File: src/rtl/rtr_pkg.sv
package rtr_pkg;
  typedef enum logic [1:0] {
    FLD_BASE = 2'd0,
    FLD_MASK = 2'd1,
    FLD_CTRL = 2'd2,
    FLD_NONE = 2'd3
  } cfgField_e;

  typedef struct packed {
    logic acceptReq;
    logic retireOut;
  } rtrStrobe_t;
endpackage

File: src/rtl/rtrCtrl.sv
module rtrCtrl
  import rtr_pkg::*;
(
  input  logic       clk,
  input  logic       rstN,
  input  logic       reqValid,
  input  logic       outReady,
  output logic       reqReady,
  output logic       outValid,
  output rtrStrobe_t strobe
);
  logic validQ;

  assign outValid         = validQ;
  assign reqReady         = !validQ || outReady;
  assign strobe.acceptReq = reqValid && reqReady;
  assign strobe.retireOut = validQ && outReady;

  always_ff @(posedge clk) begin
    if (!rstN)                 validQ <= 1'b0;
    else if (strobe.acceptReq) validQ <= 1'b1;
    else if (strobe.retireOut) validQ <= 1'b0;
  end


  accept_loads_chk: assert property (@(posedge clk) disable iff (!rstN)
    reqValid && reqReady |=> outValid);


  hold_valid_chk: assert property (@(posedge clk) disable iff (!rstN)
    outValid && !outReady |=> outValid);


  stall_blocks_chk: assert property (@(posedge clk) disable iff (!rstN)
    outValid && !outReady |-> !reqReady);
endmodule

File: src/rtl/rtrDatapath.sv
module rtrDatapath
  import rtr_pkg::*;
#(
  parameter int MEM_AW       = 32,
  parameter int IO_AW        = 20,
  parameter int N_MEM        = 4,
  parameter int N_IO         = 4,
  parameter int IDX_W        = 2,
  parameter int PORT_W       = 3,
  parameter int BE_W         = 4,
  parameter int DEFAULT_PORT = 4
) (
  input  logic              clk,
  input  logic              rstN,
  input  rtrStrobe_t        strobe,
  input  logic              outValid,
  input  logic              outReady,
  input  logic              cfgWrEn,
  input  logic              cfgSpace,
  input  logic [IDX_W-1:0]  cfgIdx,
  input  logic [1:0]        cfgField,
  input  logic [MEM_AW-1:0] cfgData,
  input  logic [MEM_AW-1:0] reqAddr,
  input  logic              reqIsIo,
  input  logic [BE_W-1:0]   reqBe,
  output logic [PORT_W-1:0] outPort,
  output logic [MEM_AW-1:0] outAddr,
  output logic              outIsIo,
  output logic [BE_W-1:0]   outBe
);
  logic [MEM_AW-1:0] memBase [N_MEM];
  logic [MEM_AW-1:0] memMask [N_MEM];
  logic [PORT_W-1:0] memPort [N_MEM];
  logic [N_MEM-1:0]  memEn;
  logic [IO_AW-1:0]  ioBase  [N_IO];
  logic [IO_AW-1:0]  ioMask  [N_IO];
  logic [PORT_W-1:0] ioPort  [N_IO];
  logic [N_IO-1:0]   ioEn;

  logic [N_MEM-1:0]  memHit;
  logic [N_IO-1:0]   ioHit;
  logic [IO_AW-1:0]  ioAddr;
  logic [PORT_W-1:0] selPort;
  logic [MEM_AW-1:0] fwdAddr;
  logic              anyHit;

  assign ioAddr = reqAddr[IO_AW-1:0];

  for (genvar g = 0; g < N_MEM; g++) begin : g_mem
    assign memHit[g] = memEn[g] && ((reqAddr & memMask[g]) == (memBase[g] & memMask[g]));
    always_ff @(posedge clk) begin
      if (!rstN) begin
        memEn[g]   <= 1'b0;
        memBase[g] <= '0;
        memMask[g] <= '0;
        memPort[g] <= '0;
      end else if (cfgWrEn && !cfgSpace && cfgIdx == IDX_W'(g)) begin
        case (cfgField)
          FLD_BASE: memBase[g] <= cfgData;
          FLD_MASK: memMask[g] <= cfgData;
          FLD_CTRL: begin
            memEn[g]   <= cfgData[0];
            memPort[g] <= cfgData[PORT_W:1];
          end
          default: ;
        endcase
      end
    end
  end

  for (genvar g = 0; g < N_IO; g++) begin : g_io
    assign ioHit[g] = ioEn[g] && ((ioAddr & ioMask[g]) == (ioBase[g] & ioMask[g]));
    always_ff @(posedge clk) begin
      if (!rstN) begin
        ioEn[g]   <= 1'b0;
        ioBase[g] <= '0;
        ioMask[g] <= '0;
        ioPort[g] <= '0;
      end else if (cfgWrEn && cfgSpace && cfgIdx == IDX_W'(g)) begin
        case (cfgField)
          FLD_BASE: ioBase[g] <= cfgData[IO_AW-1:0];
          FLD_MASK: ioMask[g] <= cfgData[IO_AW-1:0];
          FLD_CTRL: begin
            ioEn[g]   <= cfgData[0];
            ioPort[g] <= cfgData[PORT_W:1];
          end
          default: ;
        endcase
      end
    end
  end

  // Scan from the top down so the lowest index is written last and wins.
  always_comb begin
    selPort = PORT_W'(DEFAULT_PORT);
    if (reqIsIo) begin
      for (int i = N_IO - 1; i >= 0; i--)
        if (ioHit[i]) selPort = ioPort[i];
    end else begin
      for (int i = N_MEM - 1; i >= 0; i--)
        if (memHit[i]) selPort = memPort[i];
    end
  end

  assign anyHit = reqIsIo ? |ioHit : |memHit;

  always_comb begin
    fwdAddr = '0;
    fwdAddr[IO_AW-1:0] = ioAddr;
    if (!reqIsIo) fwdAddr = reqAddr;
  end

  always_ff @(posedge clk) begin
    if (!rstN) begin
      outPort <= '0;
      outAddr <= '0;
      outIsIo <= 1'b0;
      outBe   <= '0;
    end else if (strobe.acceptReq) begin
      outPort <= selPort;
      outAddr <= fwdAddr;
      outIsIo <= reqIsIo;
      outBe   <= reqBe;
    end
  end


  hold_stable_chk: assert property (@(posedge clk) disable iff (!rstN)
    outValid && !outReady |=> $stable(outPort) && $stable(outAddr)
                              && $stable(outIsIo) && $stable(outBe));


  miss_default_chk: assert property (@(posedge clk) disable iff (!rstN)
    strobe.acceptReq && !anyHit |=> outPort == PORT_W'(DEFAULT_PORT));


  low_index_chk: assert property (@(posedge clk) disable iff (!rstN)
    strobe.acceptReq && !reqIsIo && memHit[0] |=> outPort == $past(memPort[0]));


  io_upper_zero_chk: assert property (@(posedge clk) disable iff (!rstN)
    outValid && outIsIo |-> (outAddr >> IO_AW) == '0);
endmodule

File: src/rtl/reqPortRouter.sv
module reqPortRouter
  import rtr_pkg::*;
#(
  parameter int MEM_AW       = 32,
  parameter int IO_AW        = 20,
  parameter int N_MEM        = 4,
  parameter int N_IO         = 4,
  parameter int IDX_W        = 2,
  parameter int PORT_W       = 3,
  parameter int BE_W         = 4,
  parameter int DEFAULT_PORT = 4
) (
  input  logic              clk,
  input  logic              rstN,
  input  logic              cfgWrEn,
  input  logic              cfgSpace,
  input  logic [IDX_W-1:0]  cfgIdx,
  input  logic [1:0]        cfgField,
  input  logic [MEM_AW-1:0] cfgData,
  input  logic              reqValid,
  output logic              reqReady,
  input  logic [MEM_AW-1:0] reqAddr,
  input  logic              reqIsIo,
  input  logic [BE_W-1:0]   reqBe,
  output logic              outValid,
  input  logic              outReady,
  output logic [PORT_W-1:0] outPort,
  output logic [MEM_AW-1:0] outAddr,
  output logic              outIsIo,
  output logic [BE_W-1:0]   outBe
);
  rtrStrobe_t strobe;

  rtrCtrl u_ctrl (
    .clk      (clk),
    .rstN     (rstN),
    .reqValid (reqValid),
    .outReady (outReady),
    .reqReady (reqReady),
    .outValid (outValid),
    .strobe   (strobe)
  );

  rtrDatapath #(
    .MEM_AW(MEM_AW), .IO_AW(IO_AW), .N_MEM(N_MEM), .N_IO(N_IO),
    .IDX_W(IDX_W), .PORT_W(PORT_W), .BE_W(BE_W), .DEFAULT_PORT(DEFAULT_PORT)
  ) u_dp (
    .clk      (clk),
    .rstN     (rstN),
    .strobe   (strobe),
    .outValid (outValid),
    .outReady (outReady),
    .cfgWrEn  (cfgWrEn),
    .cfgSpace (cfgSpace),
    .cfgIdx   (cfgIdx),
    .cfgField (cfgField),
    .cfgData  (cfgData),
    .reqAddr  (reqAddr),
    .reqIsIo  (reqIsIo),
    .reqBe    (reqBe),
    .outPort  (outPort),
    .outAddr  (outAddr),
    .outIsIo  (outIsIo),
    .outBe    (outBe)
  );
endmodule

File: config.mk
export PLATFORM = sky130hd
export DESIGN_NAME = reqPortRouter
export DESIGN_NICKNAME = d
export VERILOG_FILES = /design/src/rtl/rtr_pkg.sv /design/src/rtl/rtrCtrl.sv /design/src/rtl/rtrDatapath.sv /design/src/rtl/reqPortRouter.sv
export SDC_FILE = /design/constraint.sdc
export NUM_CORES = 1
export LEC_CHECK = 0
export BUFFER_PORTS_ARGS = -buffer_cell sky130_fd_sc_hd__buf_2
export CAP_MARGIN = 0
export CORE_MARGIN = 2
export CORE_UTILIZATION = 35
export DETAILED_ROUTE_END_ITERATION = 10
export PLACE_DENSITY = 0.58
export SLEW_MARGIN = 20
export SYNTH_ARGS = -nofsm -noshare
export SYNTH_HDL_FRONTEND = slang
export SYNTH_SLANG_ARGS = --single-unit
File: constraint.sdc
create_clock -name clk -period 9.3 [get_ports clk]
set_input_delay 0.93 -clock clk [delete_from_list [all_inputs] [get_ports clk]]
set_output_delay 0.93 -clock clk [all_outputs]
set_load 0.005 [all_outputs]
* Yosys cells after proc, flatten, opt, wreduce, memory -nomap -nowiden
Memory sizes are Yosys's and may differ from the RTL's. Cells that the tools add are included.
Cells by class: multiplexer cells 112, reduce and logical (&&, ||, !) cells 34, bitwise logic cells 40, equality and inequality tests 13
Operators by type and width (number):
- $mux W32 | 9
- $and A32 B32 Y32 | 8
- $and A20 B20 Y20 | 8
- $mux W20 | 8
- $eq A32 B32 Y1 | 4
- $eq A20 B20 Y1 | 4
- $mux W1 | 78
- $mux W3 | 17
- $or A1 B1 Y1 | 24
- $logic_and A1 B1 Y1 | 20
- $reduce_and A2 Y1 | 8
- $eq A2 B2 Y1 const B | 3
- $eq A2 B1 Y1 const B | 2
- $logic_not A2 Y1 | 2
- $logic_not A1 Y1 | 2
- $reduce_bool A2 Y1 | 1
- $logic_or A1 B1 Y1 | 1
Storage, ports and cells: bits of input ports 79, logic and storage cells 218, register bits 49, output and inout bits 42, RAM bits 440, memories kept 6
Memory list:
- u_dp.memBase | depth 4, width 32, rd ports 4, clocked after Yosys merged registers in 0, wr ports 4, line rtrDatapath.sv:31 | logic [MEM_AW-1:0] memBase [N_MEM];
- u_dp.memMask | depth 4, width 32, rd ports 4, clocked after Yosys merged registers in 0, wr ports 4, line rtrDatapath.sv:32 | logic [MEM_AW-1:0] memMask [N_MEM];
- u_dp.ioBase | depth 4, width 20, rd ports 4, clocked after Yosys merged registers in 0, wr ports 4, line rtrDatapath.sv:35 | logic [IO_AW-1:0] ioBase [N_IO];
- u_dp.ioMask | depth 4, width 20, rd ports 4, clocked after Yosys merged registers in 0, wr ports 4, line rtrDatapath.sv:36 | logic [IO_AW-1:0] ioMask [N_IO];
- u_dp.ioPort | depth 4, width 3, rd ports 4, clocked after Yosys merged registers in 0, wr ports 4, line rtrDatapath.sv:37 | logic [PORT_W-1:0] ioPort [N_IO];
- u_dp.memPort | depth 4, width 3, rd ports 4, clocked after Yosys merged registers in 0, wr ports 4, line rtrDatapath.sv:33 | logic [PORT_W-1:0] memPort [N_MEM];

* Longest topological paths before layout
depth after elaboration 8, depth in mapped cells 9, gate-level depth less buffers 8

* Cells and area by module
A second synthesis with hierarchy kept.
Second synthesis, totals: cells, all modules 1632, area, all modules 21754.6 sq um
Modules (own cells, without submodules):
- rtrDatapath | instances 1, cells each 1626, seq. area each 14173.6 sq um, area an instance 21689.6 sq um
- rtrCtrl | instances 1, cells each 6, seq. area each 20.0 sq um, area an instance 65.1 sq um

* Worst setup path after synthesis
Ideal clock, no wire load.
path type input port to flip-flop, start input cfgField[1], end memory u_dp.memBase[3][0], in the netlist u_dp.memBase[1][32], enable pin, path slack 5.168 ns, required time 8.834 ns, buffers on the path 1, setup time 0.466 ns, arrival 3.666 ns, stages on the path 3, path through or2_2 > clkbuf_1 > o21ai_0
RTL lines:
- from (decl) | line reqPortRouter.sv:18 | input logic [1:0] cfgField,
- to (decl) | line rtrDatapath.sv:31

==> results list <==
- Endpoints failing setup: 0
- Pin count of the biggest net entering global routing: 72
- WL met3: 4030 µm
- Worst setup EP type: flop
- Final routed wire length divided by cell count: between 20 and 25 µm
- Across every metal layer, demand over resource in global routing totals 0.193.
- By area, the combinational part of the netlist is dominated by simple AND/OR/NAND/NOR gates.
* Number of sinks handled by clock tree synthesis: just under 500
- EDFF count, synth: between 400 and 500
- Hold buffer count at CTS: 0
- STA classifies the critical path startpoint as a primary input.
- Share of the yosys chip area belonging to registers: 0.654
- The number of buffers and inverters on the critical path is 2.
- The final hold violation count was 0.
- The final count of pins violating max slew came to 0.
* Multiplexer area fraction after synthesis: 0
* Port-buffer cells: between 100 and 150
- Highest metal used: met5
- After filler insertion, the fill cell instance count of the layout stands at about 5,700.
- Post-synthesis area per instance: around 13 µm²
* Number of buffers on the longest clock path: 3
* Via count of the first global-routing pass: about 13,000
* Area occupied by registers: ~0.014 mm²
* Die Footprint: about 0.064 mm²
- Based on the critical path, the design can be clocked at up to ~300 MHz.
* First-pass GRT wire length: roughly 88,000 µm
- Counting instances, the worst hold path has a depth of 2.
- Of the total synthesized cell area, the portion taken by XOR and XNOR cells is 0.0840.
* Fraction of the mapped netlist area in compound gates: 0.0681
* Setup repair after global routing missed its margin: false
- The flow ran to the end, and the final reports show no timing, DRC or antenna violations.
* Total vias in the final route: about 13,000
* Global placer's final weighted congestion: about 0.8
* CP Data Arrival Time: around 3.8 ns
* Layout cells sized above 1: 0.139
- In this run the worst hold path is classified as reg -> reg.
- Counting cells, the worst reg-to-reg path comes to 8.
- Largest stage delay on the critical path: 1.07 ns
* Total nets after synthesis: between 1,500 and 2,000
- In this run the number of cells on the critical path is 5.
* Async set-reset flop share out of synthesis: 0
- Clock tree synthesis inserted a total of 51 buffers.
- Dividing the detail-routed via count by the number of cells gives roughly 5.1.
- Counting flops and latches in the post-synthesis netlist gives approximately 490.
- Of the total synthesized cell area, the portion taken by AND, OR, NAND and NOR gates is 0.166.
- Total routed wire length on the met1 layer: 25,700 µm
* Count of TritonRoute iterations in the first routing pass: 5
* Number of nets with antenna violations after detailed routing: 0
- Syn Std Cell Area: about 0.022 mm²
- Among all stages on the critical path, the largest delay is contributed by nor2_1.
- Most used flip-flop cell after synthesis: edfxtp_1
- Final worst path period need: between 3 and 4 ns
- Summing all multi-input logic gate instances after layout gives between 0.007 and 0.008 mm².
* Relative slew slack: 0.278
* Final global-route overflow total: 0
- DPL Wire Length: about 38,000 µm
- The H-tree was split into 2 levels.
- The Yosys step of the flow raised 0 warnings.
- Die extent in x: between 200 and 300 µm
- Largest fanout on the critical path: 71
- Synthesis produced a netlist whose cell count is approximately 1,700.
* Starting Density: 0.353
- Detailed routing placed a total of between 30,000 and 40,000 µm of wire on met2.
- Clk pin slew, worst setup/hold paths: about 0.060 ns
- Worst supply voltage drop on vdd: around 0.16 mV
- The tool flagged a number of max-cap violations equal to 0.
- Broken down by cell family, the worst path's largest delay share belongs to simple AND/OR/NAND/NOR gates.
- In this run the clock root is driven by a clkbuf_16.
* Setup total negative slack: 0 ns
* Layout overhead on the synthesized area: 14.8%
- Core box area: 0.0615 mm²
* Leakage dissipation: approximately 9 nW
* Synth cell types: 42
- For this block, the initial DRC count from the detailed router was approximately 1,000.
- At the worst endpoint, the required time is around 9.8 ns.
- Cell area power density: between 200 and 250 mW/mm²
- CTS tree: yes
- The number of antenna violations at the first check in global routing was 15.
* DRC violations left: 0
- The final layout contains approximately 1,800 nets.
- Tightest Pin Transition: 1.08 ns
* Die Y: between 200 and 300 µm
* Classification of the worst setup path: in -> reg
- Ratio of final minimum period to clock period: 0.363
- For this block, the routed nets add up to about 60,000 µm of wire.
* Critical path, cell by cell: buf_2, buf_4, nand3b_1, nor2_1, and2_1
* Post-CTS Setup Inserts: 0
- Number of instances resized during post-cts repair: 0
* Standard-cell row count: between 90 and 100
* Clock latency reported for the late side of the worst-skew pair: 0.60 ns
- Util after Layout: 0.405
- Of the total synthesized cell area, the portion taken by full adders, half adders and majority gates is 0.
- Pin placement for this block handled 121 I/O pins.
- Skew final: ~0.016 ns
## registers in the layout, indices dropped and copies added (netlist names), 12 cells and up
name	flops
u_dp.memPort	12
u_dp.memBase	128
u_dp.memMask	128
u_dp.ioBase	80
u_dp.ioPort	12
u_dp.outAddr	32
u_dp.ioMask	80
## final cells by class
class / count / area share
Sequential cell: 489 / 0.570
Multi-Input combinational cell: 1032 / 0.285
Inverter: 15 / 0.00226
Clock inverter: 28 / 0.0130
Clock buffer: 68 / 0.0567
Timing Repair Buffer: 136 / 0.0329
Tap cell: 790 / 0.0397
Antenna cell: 5 / 0.000502
## layer usage
| metal | GRT usage | vias to the layer above |
|---|---|---|
| met3 | 0.0421 | 110 |
| met2 | 0.323 | 376 |
| met1 | 0.248 | 6534 |
| li1 | - | 5929 |
| met4 | 0.0663 | 14 |
| met5 | 0 | - |
## worst min-delay path, delay by kind of cell, from the launching register on
| kind | cells | cell delay (ns) |
|---|---|---|
| AOI/OAI and AO/OA | 1 | 0.06 |
| DFF | 1 | 0.30 |
| and+or+nand+nor | 1 | 0.04 |
## path summary, 6_finish.rpt
path | endpoint | start | slack, ns
worst max-delay path | u_dp.ioMask[1][19] | rstN | 5.92
worst min-delay path | u_dp.outAddr[31] | u_dp.outAddr[31] | 0.46
worst max register to register | u_dp.outPort[2] | u_dp.memBase[1][52] | 6.81
worst min register to register | u_dp.outAddr[31] | u_dp.outAddr[31] | 0.46
## layout by cell type, fill, tap and decap left out, drive strengths merged, types with 2 or more instances in the layout
cell type and instances:
a21boi 38, a21oi 14, a221oi 10, a222oi 8
a22o 8, a22oi 72, and2 442, and3 4
buf 136, bufinv 7, clkbuf 68, clkinv 18
clkinvlp 2, dfxtp 49, diode 5, edfxtp 440
inv 16, nand2 79, nand2b 3, nand3 17
nand3b 15, nand4 15, nor2 27, nor2b 4
nor3 6, nor4 3, o211a 2, o21a 2
o21ai 39, o21bai 2, o31a 2, o31ai 4
or4 3, xor2 208
## power breakdown
group          total, W  switching, W  internal, W  leakage [nW]
logic          0.000368      0.000256     0.000112          3.59
clock network   0.00213      0.000868      0.00126         0.846
registers       0.00255     0.0000439      0.00251          4.60
total           0.00505       0.00117      0.00388          9.03
## stage by stage
step | total power [W] | cells | cell area, µm² | setup slack, ns | hold WS (ns)
final | 0.00505 | 2563 | 24900 | 5.92 | 0.456
after global routing | 0.00520 | 2561 | 24900 | 5.83 | 0.493
after CTS | 0.00508 | 2555 | 24800 | 6.03 | 0.462
after detailed placement | 0.00297 | 2459 | 23000 | 5.39 | 0.456
after global placement | 0.00296 | 2457 | 23000 | 5.47 | 0.447
after floorplan | 0.00279 | 1651 | 21700 | 5.17 | 0.451
## Yosys cell counts, drive strengths merged, types with 3 or more instances
cell	count	area, µm²
a21boi	38	285
a21oi	14	70.1
a221oi	10	93.8
a222oi	8	80.1
a22o	8	70.1
a22oi	72	546
and2	442	2770
and3	4	25.0
buf	27	209
clkbuf	88	330
dfxtp	49	981
edfxtp	440	13200
inv	15	56.3
nand2	79	297
nand2b	3	18.8
nand3	17	85.1
nand3b	15	113
nand4	15	93.8
nor2	27	101
nor2b	4	25.0
nor3	6	35.0
nor4	3	18.8
o21ai	39	195
o31ai	4	30.0
or4	3	22.5
xor2	208	1820
## kinds of logic (layout without fill, tap and decap cells)
logic type / after synthesis / count (layout)
AO/OA/AOI/OAI: 205 / 205
other: 0 / 5
buffers and inverters: 130 / 247
AND/OR/NAND/NOR: 619 / 619
XOR/XNOR: 208 / 208
flip-flops: 489 / 489
Note: power is estimated with default switching activity, not from simulation.
